## config.mk

```make
export PLATFORM = sky130hd
export DESIGN_NAME = rd_burst_seq
export DESIGN_NICKNAME = d
export VERILOG_FILES = /design/src/rtl/rbs_pkg.sv /design/src/rtl/rbs_req_decode.sv /design/src/rtl/rbs_addr_step.sv /design/src/rtl/rd_burst_seq.sv
export SDC_FILE = /design/constraint.sdc
export NUM_CORES = 1
export LEC_CHECK = 0
export ABC_AREA = 1
export BUFFER_PORTS_ARGS = -buffer_cell sky130_fd_sc_hd__buf_2
export CAP_MARGIN = 20
export CORE_MARGIN = 4
export CORE_UTILIZATION = 55
export DETAILED_ROUTE_END_ITERATION = 6
export PLACE_DENSITY = 0.87
export SYNTH_ARGS = -nofsm -noshare
export SYNTH_HDL_FRONTEND = slang
export SYNTH_SLANG_ARGS = --single-unit
```

## constraint.sdc

```tcl
create_clock -name clk -period 3.7 [get_ports clk]
set_clock_uncertainty 0.1 [all_clocks]
set_input_delay 0.37 -clock clk [delete_from_list [all_inputs] [get_ports clk]]
set_output_delay 0.37 -clock clk [all_outputs]
set_load 0.02 [all_outputs]
```

## src/rtl/rbs_pkg.sv

```systemverilog
package rbs_pkg;
  typedef enum logic [1:0] {
    BURST_FIXED = 2'd0,
    BURST_INCR  = 2'd1,
    BURST_WRAP  = 2'd2,
    BURST_RSVD  = 2'd3
  } burst_e;

  typedef enum logic [1:0] {
    ST_IDLE = 2'd0,
    ST_WAIT = 2'd1,
    ST_RESP = 2'd2
  } seq_state_e;

  localparam logic [1:0] RESP_OKAY   = 2'b00;
  localparam logic [1:0] RESP_SLVERR = 2'b10;
endpackage

```

## src/rtl/rbs_req_decode.sv

```systemverilog
// Turns a raw read request into start address, effective size, walking
// mode and wrap mask, and flags rule violations. ADDR_W must be >= 12.
module rbs_req_decode
  import rbs_pkg::*;
#(
  parameter int ADDR_W = 32,
  parameter int LANES  = 8
) (
  input  logic [ADDR_W-1:0] ar_addr,
  input  logic [7:0]        ar_len,
  input  logic [2:0]        ar_size,
  input  logic [1:0]        ar_burst,
  output logic [ADDR_W-1:0] start_addr,
  output logic [2:0]        eff_size,
  output burst_e            mode,
  output logic [ADDR_W-1:0] wrap_mask,
  output logic              perr
);
  localparam int         MAX_SIZE = (LANES > 1) ? $clog2(LANES) : 0;
  localparam logic [2:0] MAX_SZ   = 3'(MAX_SIZE);
  localparam int         TOT_W    = 10 + MAX_SIZE;
  localparam int         PG_W     = TOT_W + 13;

  logic [TOT_W-1:0]  beats_n;
  logic [TOT_W-1:0]  total;
  logic [ADDR_W-1:0] lane_mask;
  logic [PG_W-1:0]   page_end;
  logic              oversize;
  logic              wrap_len_ok;
  logic              crosses;

  always_comb begin
    oversize    = (ar_size > MAX_SZ);
    eff_size    = oversize ? MAX_SZ : ar_size;
    beats_n     = TOT_W'(ar_len) + TOT_W'(1);
    total       = beats_n << eff_size;
    lane_mask   = (ADDR_W'(1) << eff_size) - ADDR_W'(1);
    start_addr  = ar_addr & ~lane_mask;
    wrap_mask   = ADDR_W'(total - TOT_W'(1));
    wrap_len_ok = (ar_len == 8'd1) || (ar_len == 8'd3) ||
                  (ar_len == 8'd7) || (ar_len == 8'd15);

    case (burst_e'(ar_burst))
      BURST_FIXED: mode = BURST_FIXED;
      BURST_WRAP:  mode = wrap_len_ok ? BURST_WRAP : BURST_INCR;
      default:     mode = BURST_INCR;
    endcase

    page_end = PG_W'(start_addr[11:0]) + PG_W'(total);
    crosses  = (mode == BURST_INCR) && (page_end > PG_W'(4096));

    perr = oversize || crosses ||
           (burst_e'(ar_burst) == BURST_RSVD) ||
           ((burst_e'(ar_burst) == BURST_WRAP) && !wrap_len_ok);
  end
endmodule

```

## src/rtl/rbs_addr_step.sv

```systemverilog
// Next beat address from the current one.
module rbs_addr_step
  import rbs_pkg::*;
#(
  parameter int ADDR_W = 32
) (
  input  logic [ADDR_W-1:0] cur_addr,
  input  logic [2:0]        size,
  input  burst_e            mode,
  input  logic [ADDR_W-1:0] wrap_mask,
  output logic [ADDR_W-1:0] next_addr
);
  logic [ADDR_W-1:0] bumped;

  always_comb begin
    bumped = cur_addr + (ADDR_W'(1) << size);
    case (mode)
      BURST_FIXED: next_addr = cur_addr;
      BURST_WRAP:  next_addr = (cur_addr & ~wrap_mask) | (bumped & wrap_mask);
      default:     next_addr = bumped;
    endcase
  end
endmodule

```

## src/rtl/rd_burst_seq.sv

```systemverilog
module rd_burst_seq
  import rbs_pkg::*;
#(
  parameter int ADDR_W = 32,
  parameter int DATA_W = 64,
  parameter int ID_W   = 4
) (
  input  logic              clk,
  input  logic              rst,
  input  logic              ar_valid,
  output logic              ar_ready,
  input  logic [ID_W-1:0]   ar_id,
  input  logic [ADDR_W-1:0] ar_addr,
  input  logic [7:0]        ar_len,
  input  logic [2:0]        ar_size,
  input  logic [1:0]        ar_burst,
  output logic              r_valid,
  input  logic              r_ready,
  output logic [ID_W-1:0]   r_id,
  output logic [DATA_W-1:0] r_data,
  output logic [1:0]        r_resp,
  output logic              r_last,
  output logic              tgt_req,
  output logic [ADDR_W-1:0] tgt_addr,
  input  logic              tgt_rsp_valid,
  input  logic [DATA_W-1:0] tgt_rdata,
  input  logic              tgt_err,
  output logic              prot_err
);
  localparam int                LANES     = DATA_W / 8;
  localparam logic [ADDR_W-1:0] WORD_MASK = ADDR_W'(LANES - 1);

  seq_state_e        state;
  logic [ID_W-1:0]   id_q;
  logic [7:0]        len_q;
  logic [7:0]        beat_q;
  logic [2:0]        size_q;
  burst_e            mode_q;
  logic [ADDR_W-1:0] wmask_q;
  logic [ADDR_W-1:0] cur_q;

  logic [ADDR_W-1:0] dec_start;
  logic [2:0]        dec_size;
  burst_e            dec_mode;
  logic [ADDR_W-1:0] dec_wmask;
  logic              dec_perr;
  logic [ADDR_W-1:0] nxt_addr;

  rbs_req_decode #(.ADDR_W(ADDR_W), .LANES(LANES)) u_dec (
    .ar_addr    (ar_addr),
    .ar_len     (ar_len),
    .ar_size    (ar_size),
    .ar_burst   (ar_burst),
    .start_addr (dec_start),
    .eff_size   (dec_size),
    .mode       (dec_mode),
    .wrap_mask  (dec_wmask),
    .perr       (dec_perr)
  );

  rbs_addr_step #(.ADDR_W(ADDR_W)) u_step (
    .cur_addr  (cur_q),
    .size      (size_q),
    .mode      (mode_q),
    .wrap_mask (wmask_q),
    .next_addr (nxt_addr)
  );

  assign r_id = id_q;

  always_ff @(posedge clk) begin
    if (rst) begin
      state    <= ST_IDLE;
      ar_ready <= 1'b1;
      r_valid  <= 1'b0;
      r_data   <= '0;
      r_resp   <= RESP_OKAY;
      r_last   <= 1'b0;
      tgt_req  <= 1'b0;
      tgt_addr <= '0;
      prot_err <= 1'b0;
      id_q     <= '0;
      len_q    <= '0;
      beat_q   <= '0;
      size_q   <= '0;
      mode_q   <= BURST_INCR;
      wmask_q  <= '0;
      cur_q    <= '0;
    end else begin
      tgt_req  <= 1'b0;
      prot_err <= 1'b0;
      case (state)
        ST_IDLE: begin
          if (ar_valid && ar_ready) begin
            ar_ready <= 1'b0;
            id_q     <= ar_id;
            len_q    <= ar_len;
            beat_q   <= '0;
            size_q   <= dec_size;
            mode_q   <= dec_mode;
            wmask_q  <= dec_wmask;
            cur_q    <= dec_start;
            tgt_req  <= 1'b1;
            tgt_addr <= dec_start & ~WORD_MASK;
            prot_err <= dec_perr;
            state    <= ST_WAIT;
          end
        end
        ST_WAIT: begin
          if (tgt_rsp_valid) begin
            r_valid <= 1'b1;
            r_data  <= tgt_err ? '0 : tgt_rdata;
            r_resp  <= tgt_err ? RESP_SLVERR : RESP_OKAY;
            r_last  <= (beat_q == len_q);
            state   <= ST_RESP;
          end
        end
        ST_RESP: begin
          if (r_ready) begin
            r_valid <= 1'b0;
            if (r_last) begin
              ar_ready <= 1'b1;
              state    <= ST_IDLE;
            end else begin
              beat_q   <= beat_q + 8'd1;
              cur_q    <= nxt_addr;
              tgt_req  <= 1'b1;
              tgt_addr <= nxt_addr & ~WORD_MASK;
              state    <= ST_WAIT;
            end
          end
        end
        default: state <= ST_IDLE;
      endcase
    end
  end
endmodule

```

==> results list, run 1 <==
- Run status: complete, no violations
- The worst setup path is captured at a register.
- Number of global-route vias before repair: 9214
* Critical path startpoint category: register
* Ports: 226
- In this run the core area contains 46 standard-cell rows.
* Average via count per standard cell: 5.60
* Number of clock sinks: 143
- Number of synthesized flops with an enable pin: 0
- The most used flip-flop cell after synthesis is sky130_fd_sc_hd__dfxtp_1.
- Routability-driven placement finished with a final weighted congestion of 0.960.
* Post-route cell area: 10700 sq um
- The final hold violation count is 0.
- The count of nets left with antenna violations once routing finished came out at 0.
- Buffers added to address setup during post-CTS repair amount to 0.
- Launch instance of the worst register-to-register path: size_q[0]$_SDFFE_PP0P_
- After synthesis, the share of flip-flops with an asynchronous set or reset is 0%.
- The number of hold buffers added after CTS was 0.
* Number of max-slew violations in the final report: 0
- The worst hold path belongs to the class in2reg.
- Count of mapped cells out of synthesis: 1452
* Die boundary width: 137 microns
- After detailed routing, the average wire length per cell comes to 15.5 microns.
- Entering global routing, the biggest net connects 70 pins.
- Peak ir drop on the vdd network: 0.352 mV
- Crit path time final: 2990 ps
- Post-route DRC violation count: 0
* Peak Freq: 0.334 GHz
- HPWL Detailed: 20.6 mm
- Pre-CTS setup slack: 403 ps
* Leakage power: 5.07 nW
* Share of final-layout standard cells stronger than drive strength 1: 18.2%
- Synthesized area per cell: 6.33 sq um
* Part of the Yosys area used for sequential elements: 31.1%
* Clock tree buffer depth: 2
* Count of synthesis-stage warnings from yosys: 0
- After synthesis, the largest area contributor takes up 31.1% of total cell area.
- Port Buf Inserts: 221
- After filler insertion, the fill cell instance count of the layout stands at 1434.
- Top cells by area, synth: sky130_fd_sc_hd__dfxtp_1 31%, sky130_fd_sc_hd__nand2_1 15%, sky130_fd_sc_hd__a21oi_1 7.6%, sky130_fd_sc_hd__nor2_1 6.5%, sky130_fd_sc_hd__inv_1 5.9%
- DRC violation total after the first TritonRoute iteration: 930
- Worst hold start: ar_id[1]
- Area of the multi-input gates: 5250 sq um
- Across all setup checks in the final design, the least slack found is 708 ps.
* Required time worst endpoint: 3880 ps
- The floorplan step defined a die boundary enclosing 18800 sq um.
- Category of the critical setup timing path: reg2reg
- Transition at the pin with the smallest max-transition slack: 1110 ps
* Clock-pin slew of the registers on the worst-case setup and hold paths: 70 ps
- Along the worst path, the maximum fanout reaches 6.
- The initial utilization of the core area, before any placement, comes to 57.0%.
* Wire length of the first global-routing pass: 44.4 mm
- Pwr per Cell Area: 403 nW/um^2
- After synthesis, the netlist uses 44 different library cells.
- Clock insertion delay at the later pin of the skew report: 430 ps
- Summing internal, switching and leakage power gives 4.32 mW.
- After synthesis the netlist holds a flip-flop and latch count of 143.
* Number of levels the H-tree was split into: 4
- Reg2reg setup slack: 710 ps
- Combined global-route utilization of all metal layers: 29.2%
- The initial antenna violation count came to 0.
- DIE HEIGHT: 137 microns
* Clock Tree Root: sky130_fd_sc_hd__clkbuf_16
- For this block, the via count after detailed routing is 10200.
* Max-capacitance violation count: 0
- After floorplanning, the core was sized to cover 16100 sq um.
- The critical path starts at size_q[0]$_SDFFE_PP0P_.
- Number of nets in the final layout: 1749
- Setup repair after global routing left no endpoint under its margin.
- Antenna Cells: 0
- The first detailed-routing pass ran for 5 iterations.
* TritonCTS buffer count: 17
* Cell taking the most area after synthesis: sky130_fd_sc_hd__dfxtp_1
- Count of final setup violators: 0
- Summed over all layers, the global routing overflow is 0.
* Post-CTS Resized: 0
* Hold slack: 65.2 ps
- Of the available clock period, the critical path in the final layout requires 80.9%.
* Headroom to the max-slew limit: 25.8%
* Data arrival time of the critical path: 3170 ps
* Synthesis-to-layout area growth: 16.8%
- Summed over all failing endpoints, the final setup total negative slack is 0 ps.
- TritonCTS built the clock tree.
- Across the whole layout, storage elements account for 2860 sq um.
- Overall routed net length: 28.4 mm
- Syn Std Cell Area: 9190 sq um
* Placed Area: 10200 sq um
[Yosys cell counts, types with 2 or more instances]
cell type	instances
sky130_fd_sc_hd__nor2_2	6
sky130_fd_sc_hd__dfxtp_1	143
sky130_fd_sc_hd__inv_1	145
sky130_fd_sc_hd__ha_1	26
sky130_fd_sc_hd__a211oi_1	4
sky130_fd_sc_hd__nand2_1	362
sky130_fd_sc_hd__or2_2	5
sky130_fd_sc_hd__and3_1	2
sky130_fd_sc_hd__nor2_1	160
sky130_fd_sc_hd__nor3b_1	6
sky130_fd_sc_hd__buf_2	8
sky130_fd_sc_hd__fa_1	2
sky130_fd_sc_hd__nand3_1	100
sky130_fd_sc_hd__xor2_1	7
sky130_fd_sc_hd__a31oi_1	5
sky130_fd_sc_hd__o21bai_1	3
sky130_fd_sc_hd__nor3_1	27
sky130_fd_sc_hd__xnor2_1	6
sky130_fd_sc_hd__a22oi_1	41
sky130_fd_sc_hd__clkbuf_1	65
sky130_fd_sc_hd__o21ai_0	79
sky130_fd_sc_hd__nor3_2	3
sky130_fd_sc_hd__conb_1	2
sky130_fd_sc_hd__nand4_1	17
sky130_fd_sc_hd__nor2_4	2
sky130_fd_sc_hd__buf_4	34
sky130_fd_sc_hd__nand3b_1	2
sky130_fd_sc_hd__o22ai_1	5
sky130_fd_sc_hd__a21oi_1	139
sky130_fd_sc_hd__o221ai_1	4
sky130_fd_sc_hd__or2_1	2
sky130_fd_sc_hd__inv_2	6
sky130_fd_sc_hd__o211ai_1	11
sky130_fd_sc_hd__o31ai_1	3
sky130_fd_sc_hd__a221oi_1	11
[where the power goes]
part / internal [mW] / switching, mW / leakage, nW
clock: 0.881 / 0.748 / 0.264
combinational: 0.325 / 0.633 / 3.64
sequential: 1.63 / 0.102 / 1.17
total: 2.84 / 1.48 / 5.07
[cells by family after synthesis]
family	count (synthesis)	share of synthesized area (%)
buffers and inverters	259	12.1
AND/OR/NAND/NOR	698	32.1
AO/OA/AOI/OAI	308	19.3
flip-flops	143	31.1
XOR/XNOR	13	1.24
other	2	0.0817
adder cells (fa/ha/maj)	28	3.97
multiplexers	1	0.109
[state kept, by name, indices dropped and copies added, names as in the netlist, 2 cells and up]
name / count
beat_q: 8
cur_q: 31
len_q: 8
mode_q: 2
r_data: 64
r_id: 4
size_q: 3
state: 2
wmask_q: 14
[worst max-delay path, stage by stage (launching register included)]
cell	delay (ps)
sky130_fd_sc_hd__dfxtp_1	470
sky130_fd_sc_hd__inv_1	130
sky130_fd_sc_hd__nor3_1	350
sky130_fd_sc_hd__ha_1	270
sky130_fd_sc_hd__nand2_1	130
sky130_fd_sc_hd__nor2_1	170
sky130_fd_sc_hd__nand2_1	70
sky130_fd_sc_hd__nand2_1	190
sky130_fd_sc_hd__nand2_1	180
sky130_fd_sc_hd__nor2_1	290
sky130_fd_sc_hd__nand3_1	140
sky130_fd_sc_hd__nand2_1	80
sky130_fd_sc_hd__nand2_1	40
sky130_fd_sc_hd__nand2_1	80
sky130_fd_sc_hd__nand2_1	50
sky130_fd_sc_hd__nand2_1	50
sky130_fd_sc_hd__a21oi_1	50
[cell usage in the layout (no fill, tap or decap), types with 6 or more instances in the layout]
master and instances:
sky130_fd_sc_hd__a21oi_1 139, sky130_fd_sc_hd__a221oi_1 11, sky130_fd_sc_hd__a22oi_1 41, sky130_fd_sc_hd__buf_2 220
sky130_fd_sc_hd__buf_4 14, sky130_fd_sc_hd__clkbuf_16 17, sky130_fd_sc_hd__conb_1 6, sky130_fd_sc_hd__dfxtp_1 143
sky130_fd_sc_hd__ha_1 26, sky130_fd_sc_hd__inv_1 145, sky130_fd_sc_hd__inv_2 6, sky130_fd_sc_hd__nand2_1 361
sky130_fd_sc_hd__nand3_1 100, sky130_fd_sc_hd__nand4_1 17, sky130_fd_sc_hd__nor2_1 159, sky130_fd_sc_hd__nor3_1 26
sky130_fd_sc_hd__nor3b_1 6, sky130_fd_sc_hd__o211ai_1 11, sky130_fd_sc_hd__o21ai_0 79, sky130_fd_sc_hd__xnor2_1 6
sky130_fd_sc_hd__xor2_1 7
[per-stage QoR]
stage	util (%)	cells
after floorplan	-	1456
after global placement	63.2	1799
after detailed placement	63.2	1799
after CTS	66.6	1831
after global routing	66.6	1831
final	66.6	1831
[final timing paths]
check / to / cells past startpoint
worst max-delay path: cur_q[30]$_SDFFE_PP0P_ / 16
worst min-delay path: r_id[1]$_SDFFE_PP0P_ / 3
worst max register to register: cur_q[30]$_SDFFE_PP0P_ / 16
worst min register to register: r_data[40]$_SDFFE_PP0P_ / 2
[metal layers]
| metal | part of all wire, % | GRT usage (%) | vias to the layer above |
|---|---|---|---|
| met4 | 2.7 | 8.70 | 0 |
| met1 | 41 | 37.3 | 4612 |
| li1 | - | - | 5057 |
| met2 | 46 | 48.0 | 520 |
| met5 | 0 | 0 | - |
| met3 | 10 | 8.25 | 58 |
[area by class of cell]
class	count	area share, %
clock buffers	18	4.00
clock inverters	14	1.14
inverters	151	5.28
multi-input cells	1054	49.0
flip-flops and latches	143	26.7
well taps	216	2.52
repair buffers	235	11.4
(Power assumes the default switching activity.)
==> run 2, diff against run 1 <==
- clock period: 3.7 -> 2.9 ns (I/O delays scaled with it)
==> run 2 against run 1 <==
Net effect: worst setup slack worse by 550 ps; die area stayed put; wire length is 8.3% higher; first-iteration DRC count is 9.9% lower; clock power is 47% higher; sequential share of layout area is 1.7 points lower; via count is 4.3% higher; worst hold slack worse by 65 ps; combinational power is 42% higher; critical path depth is 5 lower; largest power group is now clock.
==> results list, run 2 (synthesis results as in run 1) <==
* WP buf/inv: 1 (unchanged)
* Worst-case reg-to-reg path depth: 11 (-5)
- Hold slack: 0.326 ps (-64.9 ps)
- Cell count of the worst hold path: 3 (unchanged)
* Hold violation count in the final report: 0 (unchanged)
- Registers with the most flip-flops: r_data (64), cur_q (31), wmask_q (14)
- The number of cell rows was 46 (unchanged).
- Clock-pin slew of the registers on the worst-case setup and hold paths: 70 ps (about the same)
- Placer's final routability congestion estimate: 0.961 (+0.13%)
* Critical path startpoint category: register
- The via density per instance is 5.61 (+0.16%).
* Number of nets in the final layout: 1822 (+4.2%)
* First-pass iteration count of the detailed router: 5 (unchanged)
- The total clock buffers created by CTS is 17 (unchanged).
- TritonCTS built the clock tree.
- Placed Area: 10500 sq um (+3.0%)
- The DRC marker count from the first detailed-route iteration came to 838 (-9.9%).
* Critical Path Max Stage Delay: 450 ps (-20 ps)
- The ratio of final minimum period to clock period came to 94.5% (+14 points).
* Worst hold start: tgt_rdata[8]
- Most common library cell in the layout ignoring fill and taps: sky130_fd_sc_hd__nand2_1
- Reg2reg setup slack: 160 ps (-550 ps)
- Run status: complete, no violations
- Clock insertion delay at the later pin of the skew report: 430 ps (about the same)
- Core footprint: 16100 sq um (unchanged)
- Headroom to the max-slew limit: 51.2% (+25 points)
- End of the worst hold path: r_data[8]$_SDFFE_PP0P_
- Post-route cell area: 11500 sq um (+7.1%)
* Area enclosed by the die boundary: 18800 sq um (unchanged)
- Slowest-stage cell, CP: sky130_fd_sc_hd__dfxtp_1
- The post-route setup TNS was 0 ps (unchanged).
* Starting utilization of the core area: 57.0% (unchanged)
- The maximum vdd drop came to 0.439 mV (+25%).
- The max-slew violation count came to 0 (unchanged).
- Total grt overflow: 0 (unchanged)
- HPWL Detailed: 21.0 mm (+2.2%)
- The setup path with the least slack is of type reg2reg.
- The sum of routed wire length over all layers came to 30.8 mm (+8.3%).
- Top library cells by usage in the layout, fill and taps aside: 361 x sky130_fd_sc_hd__nand2_1, 220 x sky130_fd_sc_hd__buf_2, 156 x sky130_fd_sc_hd__nor2_1, 145 x sky130_fd_sc_hd__inv_1, 141 x sky130_fd_sc_hd__dfxtp_1
- Clock Tree Root: sky130_fd_sc_hd__clkbuf_16
* Count of final setup violators: 0 (unchanged)
- Setup repair after global routing left no endpoint under its margin.
- The initial antenna violation count was 0 (unchanged).
- The final critical path time including I/O delays and setup came to 2740 ps (-252 ps).
- Launch instance of the worst register-to-register path: size_q[2]$_SDFFE_PP0P_
- The core utilization of the finished layout was 71.3% (+4.7 points).
* Peak Freq: 0.365 GHz (+9.2%)
- Transition at the pin with the smallest max-transition slack: 731 ps (-380 ps)
* DIE HEIGHT: 137 microns (unchanged)
- The count of filler cells inserted in the layout was 1344 (-6.3%).
* Number of nets still failing antenna checks after routing: 0 (unchanged)
- Critical register-to-register path endpoint: cur_q[11]$_SDFFE_PP0P_
- Synthesis-to-layout area growth: 25.1%
- Max-capacitance violation count: 0 (unchanged)
- The path class of the tightest hold or removal check is in2reg.
- Pwr per Cell Area: 519 nW/um^2 (+29%)
- Wire length of the first global-routing pass: 48.8 mm (+10%)
- The signal on the critical path passes through inv_1 > nor3_1 > ha_1 > a21oi_1 > o21ai_0 > nand2_1 > nand3_1 > xor2_1 > o21ai_0 > o211ai_1 > a21oi_1.
- Largest net degree at the start of global routing: 108 (+54%)
- Number of levels the H-tree was split into: 4 (unchanged)
* Number of clock sinks: 143 (unchanged)
* Clock tree buffer depth: 2 (unchanged)
- The required time of the critical path was 3160 ps (-720 ps).
* Number of global-route vias before repair: 10100 (+10%)
- Post-route DRC violation count: 0 (unchanged)
* Cell family with most CP delay: compound AO/OA/AOI/OAI gates
- The total setup buffers inserted after CTS was 0 (unchanged).
* Port Buf Inserts: 221 (unchanged)
- The arrival time at the worst endpoint came to 3000 ps (-170 ps).
- The worst setup path is captured at a register.
* Total number of vias: 10700 (+4.3%)
- The number of placed I/O pins was 226 (unchanged).
* Combined global-route utilization of all metal layers: 32.1% (+3.0 points)
- The number of flip-flops in the largest register came to 64 (unchanged).
- Share of final-layout standard cells stronger than drive strength 1: 20.4% (+2.2 points)
- The average wire per standard cell came to 16.1 microns (+4.0%).
- The width of the chip was 137 microns (unchanged).
- The reported leakage power is 5.47 nW (+8.0%).
* Register with the most flip-flops: r_data
* Highest net fanout along the worst path: 5 (-1)
- The total power of the final layout came to 5.97 mW (+38%).
-- run 2: changes by cell type in the layout (fill, tap and decap cells not counted), moves of 3 or more --
cell,change
sky130_fd_sc_hd__buf_4,+41
sky130_fd_sc_hd__clkinvlp_4,-3
sky130_fd_sc_hd__nor2_2,+3
sky130_fd_sc_hd__inv_6,+3
sky130_fd_sc_hd__dlygate4sd3_1,+31
sky130_fd_sc_hd__nor2_1,-3
sky130_fd_sc_hd__bufinv_16,+3
-- run 2: repair_timing --
item	in CTS	in global routing
endpoints found under the hold margin	31	0
hold buffers	31	0
gates resized for setup	0	8
endpoints found under the setup margin	0	18
-- run 2: stage by stage --
stage	setup slack (ps)	instances
final	160	1906
after global placement	-46.6	1840
after CTS	176	1903
after global routing	2.41	1904
after floorplan	84.1	1456
after detailed placement	-229	1840
-- run 2: final cells by class --
type                    count  area, sq um  share of cell area [%]
well taps                 216          270                    2.35
diodes                      2         5.00                  0.0435
inverters                 151          567                    4.93
repair buffers            308         1870                    16.3
clock buffers              17          425                    3.70
flip-flops and latches    143         2870                    24.9
clock inverters            15          215                    1.87
multi-input cells        1054         5280                    45.9
-- run 2: worst max-delay path by stage --
stage	startpoint	endpoint	slack (ps)	cells after the start
2_1_floorplan	ar_size[2]	prot_err$_SDFF_PP0_	80	20
3_3_place_gp	ar_len[0]	prot_err$_SDFF_PP0_	-50	24
3_5_place_dp	ar_size[2]	prot_err$_SDFF_PP0_	-230	20
4_1_cts	size_q[0]$_SDFFE_PP0P_	cur_q[10]$_SDFFE_PP0P_	180	14
5_1_grt	size_q[2]$_SDFFE_PP0P_	cur_q[22]$_SDFFE_PP0P_	2	14
6_report	size_q[2]$_SDFFE_PP0P_	cur_q[11]$_SDFFE_PP0P_	160	11
-- run 2: layer usage --
| metal | global-route usage, % | wire, microns | up-vias |
|---|---|---|---|
| li1 | - | - | 5206 |
| met1 | 38.5 | 12000 | 4827 |
| met2 | 55.4 | 14700 | 534 |
| met5 | 0 | 0 | - |
| met4 | 12.5 | 1120 | 0 |
| met3 | 7.96 | 2950 | 117 |
-- run 2: power by group --
group	internal [mW]	switching [mW]	total (mW)
Sequential	2.08	0.132	2.22
Combinational	0.509	0.846	1.36
Clock	1.40	0.995	2.40
Total	3.99	1.97	5.97
-- run 2: worst reg2reg max path, stage by stage (launching register included) --
cell	delay, ps
sky130_fd_sc_hd__dfxtp_1	450
sky130_fd_sc_hd__inv_1	140
sky130_fd_sc_hd__nor3_1	190
sky130_fd_sc_hd__ha_1	320
sky130_fd_sc_hd__a21oi_1	240
sky130_fd_sc_hd__o21ai_0	160
sky130_fd_sc_hd__nand2_1	120
sky130_fd_sc_hd__nand3_1	200
sky130_fd_sc_hd__xor2_1	200
sky130_fd_sc_hd__o21ai_0	300
sky130_fd_sc_hd__o211ai_1	140
sky130_fd_sc_hd__a21oi_1	130
==> run 3, diff against run 2 <==
- CORE_UTILIZATION: 55 -> 50
- PLACE_DENSITY: 0.87 -> 0.76
==> run 3 against run 2 <==
Net effect: combinational power barely moved; core utilization fell by 7.3 points; via count fell by 1.0%; worst hold slack improved by 3.8 ps; non-clock buffer count rose by 11; worst setup slack improved by 99 ps; sequential power barely moved; final area rose by 0.33%; wire length fell by 1.9%; register-to-register slack improved by 110 ps; maximum frequency rose by 3.7%; die area rose by 9.4%; critical path type is now in2reg; critical endpoint is now prot_err$_SDFF_PP0_.
==> results list, run 3 (synthesis results as in run 1) <==
- Critical path startpoint category: input pin
- Ratio of final minimum period to clock period: 91.1% (-3.4 points)
- The arrival time at the worst endpoint came to 2850 ps (-150 ps).
- The actual slew at the worst max-slew pin was 912 ps (+181 ps).
* Registers with the most flip-flops: r_data (64), cur_q (31), wmask_q (14)
- Area used by sequential logic in the layout: 2860 sq um (about the same)
- Clock insertion delay at the later pin of the skew report: 430 ps (about the same)
- Number of nets still failing antenna checks after routing: 0 (unchanged)
- Leakage power: 5.47 nW (about the same)
* Peak Freq: 0.379 GHz (+3.7%)
- The sum of routed wire length over all layers came to 30.2 mm (-1.9%).
- Most common library cell in the layout ignoring fill and taps: sky130_fd_sc_hd__nand2_1
- The number of remaining DRC errors is 0 (unchanged).
* Hold violation count in the final report: 0 (unchanged)
* Critical Path End: prot_err$_SDFF_PP0_
- Average via count per standard cell: 5.47 (-2.3%)
- The clock net sink count was 143 (unchanged).
- Clock-pin slew of the registers on the worst-case setup and hold paths: 70 ps (about the same)
- The width of the chip is 144 microns (+4.6%).
- Share of final-layout standard cells stronger than drive strength 1: 20.5% (+0.044 points)
* Starting utilization of the core area: 51.0% (-6.0 points)
- The total via count after detailed routing was 10600 (-1.0%).
- Class of the most critical hold timing path: in2reg
- The max-slew violation count is 0 (unchanged).
* Combined global-route utilization of all metal layers: 28.5% (-3.7 points)
- Worst Setup End Kind: register
* Critical register-to-register path endpoint: cur_q[30]$_SDFFE_PP0P_
- The run finished with clean final reports.
- TritonCTS built the clock tree.
* Number of global-route vias before repair: 9828 (-3.2%)
* Largest net degree at the start of global routing: 70 (-35%)
- TritonCTS buffer count: 17 (unchanged)
- The multi-input gate area in the final layout came to 5280 sq um (+0.14%).
* Max-capacitance violation count: 0 (unchanged)
- The worst max-slew margin expressed relative to the limit was 39.0% (-12 points).
* Highest net fanout along the worst path: 7 (+2)
* Count of final setup violators: 0 (unchanged)
* Number of nets in the final layout: 1833 (+0.60%)
- The final global-route overflow total was 0 (unchanged).
* Pre-CTS setup slack: -182 ps (+46.4 ps)
- The maximum count of clock buffers along a single path is 2 (unchanged).
* Average routed wire per standard cell: 15.6 microns (-3.2%)
- The power density over cell area came to 495 nW/um^2 (-4.6%).
- The number of cell rows was 49 (+6.5%).
- The final critical path time including I/O delays and setup is 2640 ps (-98.7 ps).
- First-pass iteration count of the detailed router: 6 (+1)
- Launch instance of the worst register-to-register path: size_q[0]$_SDFFE_PP0P_
- The maximum vdd drop is 0.451 mV (+2.6%).
- In this run the worst setup path begins at ar_len[0].
- Hold slack: 4.12 ps (+3.80 ps)
- Top library cells by usage in the layout, fill and taps aside: 361 x sky130_fd_sc_hd__nand2_1, 220 x sky130_fd_sc_hd__buf_2, 156 x sky130_fd_sc_hd__nor2_1, 145 x sky130_fd_sc_hd__inv_1, 142 x sky130_fd_sc_hd__dfxtp_1
- Clock tree synthesis selected as its root buffer the cell sky130_fd_sc_hd__clkbuf_16.
* Placer's final routability congestion estimate: 0.942 (-2.0%)
- RSZ-0062 raised after global routing: yes
* Slack of the critical path: 259 ps (+98.7 ps)
* Post-CTS setup repair buffer count: 0 (unchanged)
- The startpoint identified for the worst hold timing path is tgt_rdata[62].
- DIE HEIGHT: 144 microns (+4.6%)
- The HPWL after detailed placement is 21.5 mm (+2.4%).
* Fill count: 1661 (+24%)
- The full die area was 20600 sq um (+9.4%).
- Relative to the synthesized area, the layout overhead comes to 25.5%.
- The count of buffers from port buffering was 221 (unchanged).
* Number of levels the H-tree was split into: 4 (unchanged)
- Ports: 226 (unchanged)
- The floorplan core area was 18000 sq um (+12%).
- Worst-case reg-to-reg path depth: 16 (+5)
- Register with the most flip-flops: r_data
* Wire length of the first global-routing pass: 47.7 mm (-2.2%)
- The worst setup path is of the in2reg kind.
* DRC violation total after the first TritonRoute iteration: 828 (-1.2%)
* Number of flip-flops in the largest register: 64 (unchanged)
- Reg2reg setup slack: 270 ps (+110 ps)
* Number of antenna violations at the first check in global routing: 1 (+1)
- Final core utilization: 64.0% (-7.3 points)
- Required time worst endpoint: 3110 ps (-50 ps)
[run 3: cell count changes in the layout (fill, tap and decap cells not counted), moves of 3 or more]
cell	previous run	this run
sky130_fd_sc_hd__buf_4	55	59
sky130_fd_sc_hd__bufinv_16	3	0
sky130_fd_sc_hd__clkinv_4	0	3
sky130_fd_sc_hd__dlygate4sd3_1	31	39
sky130_fd_sc_hd__inv_6	8	4
sky130_fd_sc_hd__inv_8	2	5
[run 3: power breakdown]
group	internal (mW)	leakage (nW)	switching [mW]
logic	0.509	4.03	0.842
registers	2.08	1.17	0.126
clock network	1.14	0.278	1.01
total	3.74	5.47	1.98
[run 3: final cells by class]
cell class              instances  area share (%)
clock buffers                  18            3.72
well taps                     229            2.48
inverters                     151            4.91
diodes                          3          0.0651
flip-flops and latches        143            24.8
multi-input cells            1054            45.8
clock inverters                14            1.23
repair buffers                319            16.9
[run 3: what timing repair did]
item | 4_1_cts | 5_1_grt
setup endpoints to repair | 0 | 20
gates resized for setup | 0 | 9
hold endpoints to repair | 39 | 0
hold buffers | 39 | 0
[run 3: per-layer routing]
layer	track usage [%]	up-vias	wire length, microns	part of all wire (%)
met5	0	-	0	0
met4	10.6	0	929	3.1
met3	7.55	75	3030	10
met2	46.4	498	13900	46
met1	36.3	4772	12300	41
li1	-	5227	-	-
[run 3: critical path: stages]
cell and delay, ps:
sky130_fd_sc_hd__buf_2 150, sky130_fd_sc_hd__ha_1 200, sky130_fd_sc_hd__nand3_1 100, sky130_fd_sc_hd__nor2_1 160
sky130_fd_sc_hd__nand2_1 90, sky130_fd_sc_hd__nand3_1 110, sky130_fd_sc_hd__nand3_1 80, sky130_fd_sc_hd__nand2_1 140
sky130_fd_sc_hd__inv_1 90, sky130_fd_sc_hd__ha_1 350, sky130_fd_sc_hd__nand2_1 90, sky130_fd_sc_hd__nand2_1 80
sky130_fd_sc_hd__inv_1 60, sky130_fd_sc_hd__nand2_1 70, sky130_fd_sc_hd__nand2_1 90, sky130_fd_sc_hd__nand3_1 80
sky130_fd_sc_hd__nand2_1 70, sky130_fd_sc_hd__nand2_1 50, sky130_fd_sc_hd__nor2_1 80, sky130_fd_sc_hd__nand2_1 80
sky130_fd_sc_hd__o21bai_1 140, sky130_fd_sc_hd__nand2_1 70, sky130_fd_sc_hd__nand2_1 60, sky130_fd_sc_hd__a21oi_1 70
[run 3: worst min-delay path by stage]
stage / to / cells past startpoint / slack, ps
floorplan: r_id[0]$_SDFFE_PP0P_ / 2 / 320
finish: r_data[62]$_SDFFE_PP0P_ / 3 / 4
global route: r_data[60]$_SDFFE_PP0P_ / 3 / 8
global placement: r_resp[1]$_SDFFE_PP0P_ / 2 / 350
CTS: r_data[8]$_SDFFE_PP0P_ / 3 / 0.2
detailed placement: r_resp[1]$_SDFFE_PP0P_ / 2 / 350
[run 3: stage by stage]
step	total power, mW	cell area (sq um)	TNS [ps]	cells
detailed placement	3.53	10500	-182	1857
global route	5.99	11500	-12.7	1929
floorplan	3.12	9210	0	1456
finish	5.71	11500	0	1931
CTS	5.70	11500	0	1928
global placement	3.51	10500	-54.5	1857
